[src/rtl/opaddr_pkg.sv]
package opaddr_pkg;

  localparam int WORD_W    = 16;
  localparam int FIELD_W   = 6;
  localparam int NUM_GPR   = 8;
  localparam int GPR_SEL_W = $clog2(NUM_GPR);
  localparam int KIND_W    = 4;
  localparam int SPR_W     = 2;
  localparam logic [WORD_W-1:0] LIT_BIAS = WORD_W'(33);

  typedef logic [WORD_W-1:0] word_t;

  typedef enum logic [KIND_W-1:0] {
    KIND_NONE = 4'b0000,
    KIND_GPR  = 4'b0001,
    KIND_MEM  = 4'b0010,
    KIND_LIT  = 4'b0100,
    KIND_SPR  = 4'b1000
  } opnd_kind_e;

  typedef enum logic [SPR_W-1:0] {
    SPR_SP = 2'd0,
    SPR_PC = 2'd1,
    SPR_EX = 2'd2
  } spr_sel_e;

  typedef enum logic [3:0] {
    AM_GPR,
    AM_GPR_IND,
    AM_GPR_DISP,
    AM_STACK,
    AM_PEEK,
    AM_PICK,
    AM_SPR,
    AM_ABS,
    AM_IMM_WORD,
    AM_SHORT_LIT,
    AM_BAD
  } amode_e;

  typedef struct packed {
    logic                 legal;
    opnd_kind_e           kind;
    logic [GPR_SEL_W-1:0] gpr;
    spr_sel_e             spr;
    word_t                addr;
    word_t                value;
    logic                 writable;
    logic                 extra;
    logic                 fetch;
    word_t                fetch_addr;
    word_t                pc_next;
    logic                 sp_we;
    word_t                sp_next;
  } opnd_res_t;

  function automatic word_t wrap_add(input word_t a, input word_t b);
    return a + b;
  endfunction

  function automatic word_t short_lit(input logic [FIELD_W-1:0] code);
    return WORD_W'(code) - LIT_BIAS;
  endfunction

endpackage

[src/rtl/opaddr_gpr_mux.sv]
module opaddr_gpr_mux
  import opaddr_pkg::*;
#(
  parameter int N = NUM_GPR,
  parameter int W = WORD_W,
  localparam int SW = $clog2(N)
) (
  input  logic [N*W-1:0] regs_flat,
  input  logic [SW-1:0]  sel,
  output logic [W-1:0]   val
);
  logic [W-1:0] regs_arr [N];

  for (genvar i = 0; i < N; i++) begin : g_unpack
    assign regs_arr[i] = regs_flat[i*W +: W];
  end

  assign val = regs_arr[sel];
endmodule

[src/rtl/opaddr_decode.sv]
module opaddr_decode
  import opaddr_pkg::*;
(
  input  logic                 slot_is_a,
  input  logic [FIELD_W-1:0]   field,
  output amode_e               amode,
  output logic [GPR_SEL_W-1:0] gpr_sel,
  output spr_sel_e             spr_sel
);
  always_comb begin
    amode   = AM_BAD;
    gpr_sel = field[GPR_SEL_W-1:0];
    spr_sel = SPR_SP;
    if (field[5]) begin
      amode = slot_is_a ? AM_SHORT_LIT : AM_BAD;
    end else begin
      unique case (field[4:3])
        2'd0: amode = AM_GPR;
        2'd1: amode = AM_GPR_IND;
        2'd2: amode = AM_GPR_DISP;
        default: begin
          unique case (field[2:0])
            3'd0: amode = AM_STACK;
            3'd1: amode = AM_PEEK;
            3'd2: amode = AM_PICK;
            3'd3: begin amode = AM_SPR; spr_sel = SPR_SP; end
            3'd4: begin amode = AM_SPR; spr_sel = SPR_PC; end
            3'd5: begin amode = AM_SPR; spr_sel = SPR_EX; end
            3'd6: amode = AM_ABS;
            default: amode = AM_IMM_WORD;
          endcase
        end
      endcase
    end
  end
endmodule

[src/rtl/opaddr_calc.sv]
module opaddr_calc
  import opaddr_pkg::*;
(
  input  amode_e               amode,
  input  logic                 slot_is_a,
  input  logic [FIELD_W-1:0]   field,
  input  logic [GPR_SEL_W-1:0] gpr_sel,
  input  spr_sel_e             spr_sel,
  input  word_t                gpr_val,
  input  word_t                sp_in,
  input  word_t                pc_in,
  input  word_t                ex_in,
  input  word_t                next_word,
  output opnd_res_t            res
);
  word_t spr_val;

  always_comb begin
    unique case (spr_sel)
      SPR_PC:  spr_val = pc_in;
      SPR_EX:  spr_val = ex_in;
      default: spr_val = sp_in;
    endcase
  end

  always_comb begin
    res       = '0;
    res.legal = 1'b1;
    unique case (amode)
      AM_GPR: begin
        res.kind = KIND_GPR; res.gpr = gpr_sel;
        res.value = gpr_val; res.writable = 1'b1;
      end
      AM_GPR_IND: begin
        res.kind = KIND_MEM; res.gpr = gpr_sel;
        res.addr = gpr_val; res.writable = 1'b1;
      end
      AM_GPR_DISP: begin
        res.kind = KIND_MEM; res.gpr = gpr_sel;
        res.addr = wrap_add(gpr_val, next_word);
        res.writable = 1'b1; res.fetch = 1'b1;
      end
      AM_STACK: begin
        res.kind = KIND_MEM; res.writable = 1'b1; res.sp_we = 1'b1;
        if (slot_is_a) begin
          res.addr    = sp_in;
          res.sp_next = wrap_add(sp_in, word_t'(1));
        end else begin
          res.addr    = wrap_add(sp_in, '1);
          res.sp_next = wrap_add(sp_in, '1);
        end
      end
      AM_PEEK: begin
        res.kind = KIND_MEM; res.addr = sp_in; res.writable = 1'b1;
      end
      AM_PICK: begin
        res.kind = KIND_MEM; res.addr = wrap_add(sp_in, next_word);
        res.writable = 1'b1; res.fetch = 1'b1;
      end
      AM_SPR: begin
        res.kind = KIND_SPR; res.spr = spr_sel;
        res.value = spr_val; res.writable = 1'b1;
      end
      AM_ABS: begin
        res.kind = KIND_MEM; res.addr = next_word;
        res.writable = 1'b1; res.fetch = 1'b1;
      end
      AM_IMM_WORD: begin
        res.kind = KIND_LIT; res.value = next_word; res.fetch = 1'b1;
      end
      AM_SHORT_LIT: begin
        res.kind = KIND_LIT; res.value = short_lit(field);
      end
      default: res = '0;
    endcase
    if (res.fetch) begin
      res.extra      = 1'b1;
      res.fetch_addr = pc_in;
      res.pc_next    = wrap_add(pc_in, word_t'(1));
    end
  end
endmodule

[src/rtl/opaddr_unit.sv]
module opaddr_unit
  import opaddr_pkg::*;
(
  input  logic                       clk,
  input  logic                       rst_n,
  input  logic                       req_valid,
  input  logic                       slot_is_a,
  input  logic [FIELD_W-1:0]         field,
  input  logic [NUM_GPR*WORD_W-1:0]  regs_flat,
  input  logic [WORD_W-1:0]          sp_in,
  input  logic [WORD_W-1:0]          pc_in,
  input  logic [WORD_W-1:0]          ex_in,
  input  logic [WORD_W-1:0]          next_word,
  output logic                       out_valid,
  output logic                       out_legal,
  output logic [KIND_W-1:0]          out_kind,
  output logic [GPR_SEL_W-1:0]       out_reg_sel,
  output logic [SPR_W-1:0]           out_spec_sel,
  output logic [WORD_W-1:0]          out_addr,
  output logic [WORD_W-1:0]          out_value,
  output logic                       out_writable,
  output logic                       out_extra,
  output logic                       out_fetch,
  output logic [WORD_W-1:0]          out_fetch_addr,
  output logic [WORD_W-1:0]          out_pc_next,
  output logic                       out_sp_we,
  output logic [WORD_W-1:0]          out_sp_next
);
  amode_e               amode;
  logic [GPR_SEL_W-1:0] gpr_sel;
  spr_sel_e             spr_sel;
  word_t                gpr_val;
  opnd_res_t            res_d;
  opnd_res_t            res_q;
  logic                 valid_q;

  // named events for the checker
  logic ev_push, ev_pop, ev_fetch, ev_bad;
  assign ev_push  = req_valid && (amode == AM_STACK) && !slot_is_a;
  assign ev_pop   = req_valid && (amode == AM_STACK) &&  slot_is_a;
  assign ev_fetch = req_valid && res_d.fetch;
  assign ev_bad   = req_valid && (amode == AM_BAD);

  opaddr_decode u_decode (
    .slot_is_a (slot_is_a),
    .field     (field),
    .amode     (amode),
    .gpr_sel   (gpr_sel),
    .spr_sel   (spr_sel)
  );

  opaddr_gpr_mux #(.N(NUM_GPR), .W(WORD_W)) u_gpr_mux (
    .regs_flat (regs_flat),
    .sel       (gpr_sel),
    .val       (gpr_val)
  );

  opaddr_calc u_calc (
    .amode     (amode),
    .slot_is_a (slot_is_a),
    .field     (field),
    .gpr_sel   (gpr_sel),
    .spr_sel   (spr_sel),
    .gpr_val   (gpr_val),
    .sp_in     (sp_in),
    .pc_in     (pc_in),
    .ex_in     (ex_in),
    .next_word (next_word),
    .res       (res_d)
  );

  always_ff @(posedge clk) begin
    if (!rst_n) begin
      valid_q <= 1'b0;
      res_q   <= '0;
    end else begin
      valid_q <= req_valid;
      res_q   <= req_valid ? res_d : '0;
    end
  end

  assign out_valid      = valid_q;
  assign out_legal      = res_q.legal;
  assign out_kind       = res_q.kind;
  assign out_reg_sel    = res_q.gpr;
  assign out_spec_sel   = res_q.spr;
  assign out_addr       = res_q.addr;
  assign out_value      = res_q.value;
  assign out_writable   = res_q.writable;
  assign out_extra      = res_q.extra;
  assign out_fetch      = res_q.fetch;
  assign out_fetch_addr = res_q.fetch_addr;
  assign out_pc_next    = res_q.pc_next;
  assign out_sp_we      = res_q.sp_we;
  assign out_sp_next    = res_q.sp_next;
endmodule

[config.mk]
export PLATFORM = sky130hd
export DESIGN_NAME = opaddr_unit
export DESIGN_NICKNAME = d
export VERILOG_FILES = /design/src/rtl/opaddr_pkg.sv /design/src/rtl/opaddr_gpr_mux.sv /design/src/rtl/opaddr_decode.sv /design/src/rtl/opaddr_calc.sv /design/src/rtl/opaddr_unit.sv
export SDC_FILE = /design/constraint.sdc
export NUM_CORES = 1
export LEC_CHECK = 0
export BUFFER_PORTS_ARGS = -buffer_cell sky130_fd_sc_hd__buf_2
export CAP_MARGIN = 20
export CORE_ASPECT_RATIO = 1.75
export CORE_MARGIN = 2
export CORE_UTILIZATION = 47
export CTS_CLUSTER_SIZE = 40
export DETAILED_ROUTE_END_ITERATION = 7
export GPL_ROUTABILITY_DRIVEN = 0
export PLACE_DENSITY = 0.9
export SYNTH_ARGS = -nofsm -noshare
export SYNTH_HDL_FRONTEND = slang
export SYNTH_SLANG_ARGS = --single-unit
export TNS_END_PERCENT = 10
[constraint.sdc]
create_clock -name clk -period 17.5 [get_ports clk]
set_input_delay 5.25 -clock clk [delete_from_list [all_inputs] [get_ports clk]]
set_output_delay 5.25 -clock clk [all_outputs]
set_load 0.05 [all_outputs]
======== Yosys cells after proc, flatten, opt, wreduce, memory -nomap -nowiden ========
Cells that the tools add are included.
operators by class
  bitwise logic cells ..................... 1
  divide/modulo/power cells ............... 0
  shift operators ......................... 0
  $add $sub $neg .......................... 6
  $mul .................................... 0
  order comparisons ....................... 1
  equality and inequality tests ........... 19
  multiplexer cells ....................... 21
  reduce and logical (&&, ||, !) cells .... 16
operators with widths
  cell                                                                 count
  16-bit one-hot mux with 6 select lines                               1
  16-bit two-way mux                                                   4
  16-bit one-hot mux with 4 select lines                               1
  16-bit binary-select mux with 3-bit select                           1
  16-bit by 1-bit adder with 16-bit output (second input constant)     2
  16-bit adder                                                         2
  16-bit one-hot mux with 2 select lines                               1
  4-bit one-hot mux with 5 select lines                                1
  17-bit two-way mux                                                   1
  16-bit adder (second input constant)                                 1
  4-bit by 3-bit == test with 1-bit output (second input constant)     4
  4-bit one-hot mux with 4 select lines                                1
  4-bit one-hot mux with 3 select lines                                1
  3-bit AND reduction                                                  4
  10-bit OR reduction                                                  1
  3-bit == test (second input constant)                                3
  3-bit OR reduction                                                   3
  4-bit by 2-bit == test with 1-bit output (second input constant)     2
  4-bit == test (second input constant)                                2
  8-bit OR reduction                                                   1
  6-bit by 6-bit subtractor with 7-bit output (second input constant)  1
  3-bit by 2-bit == test with 1-bit output (second input constant)     2
  2-bit two-way mux                                                    3
  6-bit OR reduction                                                   1
  other kinds (15)                                                     20
word-level totals
  memories ................................ 0
  output and inout bits ................... 95
  memory bits (writable) .................. 0
  bits in latches ......................... 0
  register bits ........................... 95
  memory bits (read-only) ................. 0
  logic and storage cells ................. 78
  input port bits ......................... 202

======== Logic depth before layout (Yosys ltp) ========
  depth in word-level cells ............... 9
  depth in mapped cells ................... 21
  gate-level depth less buffers ........... 18

======== By module ========
A second synthesis with hierarchy kept.
unflattened totals
  cells, all modules ...................... 823
  area, all modules ....................... 7,354.6 µm²
by module, submodules not included
  module          area each (µm²)  times used  cells each  seq. area each (µm²)
  opaddr_calc     3,490.8          1           535         0.0
  opaddr_unit     2,642.5          1           210         1,901.8
  opaddr_gpr_mux  1,071.0          1           57          0.0
  opaddr_decode   150.1            1           21          0.0

======== Worst setup path before layout ========
OpenSTA, ideal clock, no wires.
  kind .................................... input -> register
  start ................................... input port field[1]
  end ..................................... register res_q, in the netlist out_addr[15]
  setup time .............................. 0.087 ns
  arrival time ............................ 9.432 ns
  setup slack ............................. 7.981 ns
  cell stages on the path ................. 19
  required time ........................... 17.413 ns
  buffers on the path ..................... 4
  path through ............................ clkbuf_1 > buf_1 > inv_1 > ha_1 > or2_4 > o31ai_4 > nor2_1 > nand2_1 > clkbuf_1 > buf_1 > a21oi_1 > ha_1 > a21o_1 > a31o_2 > a21oi_1 > o21ai_0 > a221oi_1 > a32oi_1 > o31ai_1
on the way
  word-level cells in the longest chain between the ends .. 7
  elaborated cells on any way between the ends .. 23
  classes of those cells .................. add/sub (1); eq/ne (12); mux (7); bitwise (1); reduce/logical (2)
RTL lines
  element                                                               line               text
  start, declared                                                       opaddr_unit.sv:8   input logic [FIELD_W-1:0] field,
  parallel branches: the longest is 6 deep, another holds 16-bit adder  n/a
  16-bit one-hot mux with 6 select lines *                              opaddr_calc.sv:29  unique case (amode)
  end signal, assigned                                                  opaddr_unit.sv:78  res_q <= req_valid ? res_d : '0;
  end, declared                                                         opaddr_unit.sv:34  opnd_res_t res_q;
Every way passes the cells marked *. The select of a mux whose other input is x is not followed.
A chain may end at the register's enable or synchronous reset.

======== Worst setup path in the final report ========
Ends and elaborated chain as after synthesis.

==> flow_metrics.py <==
metrics = {
    "clock_tree": {
        "cts_tree": "yes",
        "clockRootBuffer": "clkbuf_16",
        "cts-resized-gates": 0,
        "cts_sinks": 94,
        "clk_path_buf_depth": 2,
        "htreeDepth": 3,
        "path_clk_slew_ns": 0.08,
        "post_cts_buffers": 0,
        "numCtsBuffers": 9,
        "hold_buffers": 0,
    },
    "yosys": {
        "synthAdderAreaFrac_pct": 6.60,
        "yosys.area_share.simple_pct": 19.6,
        "seq_area_frac_synth_pct": 28.7,
        "async_flop_share_pct": 0,
        "syn_area_mm2": 0.00656,
        "synth_edf_count": 0,
        "muxShareOfSynthArea_pct": 13.3,
        "ys_warn_count": 0,
        "synth.avg_cell_area_um2": 8.47,
        "synth_compound_area_share_pct": 19.5,
        "synth.distinct_cells": 70,
        "synthXorXnorAreaFrac_pct": 6.94,
        "synth_fp_nets": 1011,
        "synth_cells": 775,
        "synth_ff_type": "dfxtp_1",
        "synth_top_family_by_area": "simple AND/OR/NAND/NOR gates",
        "ys_seq_elements": 94,
    },
    "sta": {
        "finalHoldViolCount": 0,
        "min_period_ns": 9.99,
        "worst_pin_slew_ns": 1.06,
        "period_share_pct": 57.1,
        "setup_viol_count_final": 0,
        "setup_slack_ns": 7.51,
        "max_slew_margin_pct": 28.9,
        "achievable-frequency_ghz": 0.100,
        "fin_tns_setup_ns": 0,
        "rsz0062_at_grt": "no",
        "slew_violations": 0,
    },
    "flow_run": {
        "drv_cap": 0,
    },
    "run_status": {
        "status": "finished clean",
    },
    "power_and_ir_drop": {
        "p_leak_uw": 0.00388,
        "power.density_mw_per_mm2": 70.4,
        "max-vdd-ir-drop_uv": 41.1,
    },
    "die": {
        "core_area_mm2": 0.0138,
        "fp.dieW_um": 93.3,
        "num_rows": 57,
        "dieArea_mm2": 0.0150,
        "dieHeight_um": 160,
        "io_pins": 297,
        "start_util_pct": 47.7,
    },
    "final_layout": {
        "area_delta_synth_final_pct": 27.0,
        "finalNonFillerCells": 1210,
        "nets": 1262,
        "drive_gt1_share_pct": 35.8,
        "final_common_cell": "buf_2",
        "finish.utilization_pct": 60.5,
        "final_cell_mix": "buf_2 (296), dfxtp_1 (94), nor2_1 (91)",
    },
    "place": {
        "pre_cts_slack_ns": 6.98,
        "port_buffers": 296,
        "dpl.cell_count": 1191,
        "dp_hpwl_um": 18900,
    },
    "detailed_routing": {
        "via_count": 7242,
        "wirelength_um": 23200,
        "drt_iter0_drc": 770,
        "drc": 0,
        "avgViaCountPerCell": 5.99,
        "first_pass_iters": 7,
        "ant_nets": 0,
        "wl_per_cell_um": 19.2,
    },
    "critical_path": {
        "worstPathRequired_ns": 17.76,
        "end_kind": "flop",
        "crit_family": "compound AO/OA/AOI/OAI gates",
        "timing.setup.critical_path_class": "in2reg",
        "path_cells": "buf_2 > inv_1 > ha_1 > or2_4 > o31ai_4 > nor2_1 > nand2_1 > nor2_1 > a21oi_1 > ha_1 > a21o_1 > a31o_2 > a21oi_1 > o21ai_0 > a221oi_1 > a32oi_1 > o31ai_1",
        "critPathSlowestCell": "nand2_1",
        "critPathMaxFanout": 36,
        "crit_path_start": "field[1]",
        "crit_buf_inv": 2,
        "arrival_ns": 10.24,
        "critPathLaunchType": "primary input",
        "slowest_delay_ns": 0.75,
    },
    "global_routing": {
        "grt_pass1_wl_um": 35400,
        "grt_max_degree": 37,
        "grt_overflow": 0,
        "grt_pass1_vias": 6999,
        "antenna_found_initial": 1,
        "grt_util_all_layers_pct": 30.2,
    },
    "hold_path": {
        "holdCritPathClass": "in2reg",
        "hp-start": "pc_in[11]",
    },
}
-- flip-flops by register name (all words and copies together), names as in the netlist --
signal,cells
out_addr,16
out_fetch,1
out_fetch_addr,16
out_kind,4
out_legal,1
out_pc_next,16
out_reg_sel,3
out_sp_next,16
out_sp_we,1
out_spec_sel,2
out_valid,1
out_value,16
out_writable,1
-- metrics by stage --
| stage | cell area, um2 | hold slack (ns) | total power (uW) |
|---|---|---|---|
| after floorplan | 6560 | 5.32 | 338 |
| after global placement | 8010 | 5.51 | 388 |
| after detailed placement | 8010 | 5.52 | 392 |
| after CTS | 8310 | 5.16 | 585 |
| after global routing | 8330 | 5.17 | 610 |
| final | 8330 | 5.18 | 586 |
-- area by class of cell --
type	instances	area [um2]
sequential	94	1880
clock buffer	9	225
tap	177	221
timing repair buffer	300	1520
fill	1252	5430
clock inverter	7	73.8
inverter	21	78.8
multi-input combinational	600	4320
antenna	2	5.00
-- synth_stat cells, types with 3 or more instances --
cell type  count  area, um2
nor3_1         7       35.0
and3_1        11       68.8
dfxtp_1       94       1880
ha_1          33        413
a21o_1         5       37.5
o21ai_0       43        215
buf_6          3       33.8
a31oi_1       11       68.8
buf_1          7       26.3
o21ai_1        4       20.0
o22ai_1       10       62.6
xor2_1        29        254
xnor2_1       23        201
inv_1         19       71.3
nor4_1        10       62.6
buf_2         16       80.1
nand4_1       10       62.6
and2_1        17        106
nand3_1       15       75.1
mux2i_1       15        150
nor3b_1        3       22.5
a22oi_1       16        120
clkbuf_1      30        113
nand2_1       73        274
buf_4          3       22.5
nor2b_1        5       31.3
a211oi_1       3       22.5
a21oi_1       64        320
nor2_1        91        342
mux4_2        32        721
nand2b_1       4       25.0
or3_1          5       31.3
a221oi_1      19        166
-- final timing paths --
kind                       endpoint  slack [ns]  cells past startpoint
max         out_addr[15]$_SDFF_PN0_        7.51                     17
min   out_fetch_addr[11]$_SDFF_PN0_        5.18                      2
-- logic make-up (layout without fill, tap and decap cells) --
group	Yosys count	in the layout
AOI/OAI and AO/OA	200	200
xor gates and xnor gates	52	52
adders and majority gates	34	34
buffers and inverters	81	337
DFF	94	94
muxes	47	47
other	0	2
and+or+nand+nor	267	267
-- layer usage --
metal | share of wire [%] | vias up | global-route usage, %
met1 | 33 | 3276 | 31.0
met2 | 53 | 553 | 57.4
met5 | 0 | - | 0
met3 | 9.0 | 103 | 4.50
met4 | 4.8 | 0 | 15.0
li1 | - | 3310 | -
-- where the power goes --
group	leakage [uW]	internal [uW]	switching, uW
registers	0.000760	218	1.14
clock network	0.000147	101	93.7
logic	0.00297	70.6	102
Power figures use the tool's default switching activity.
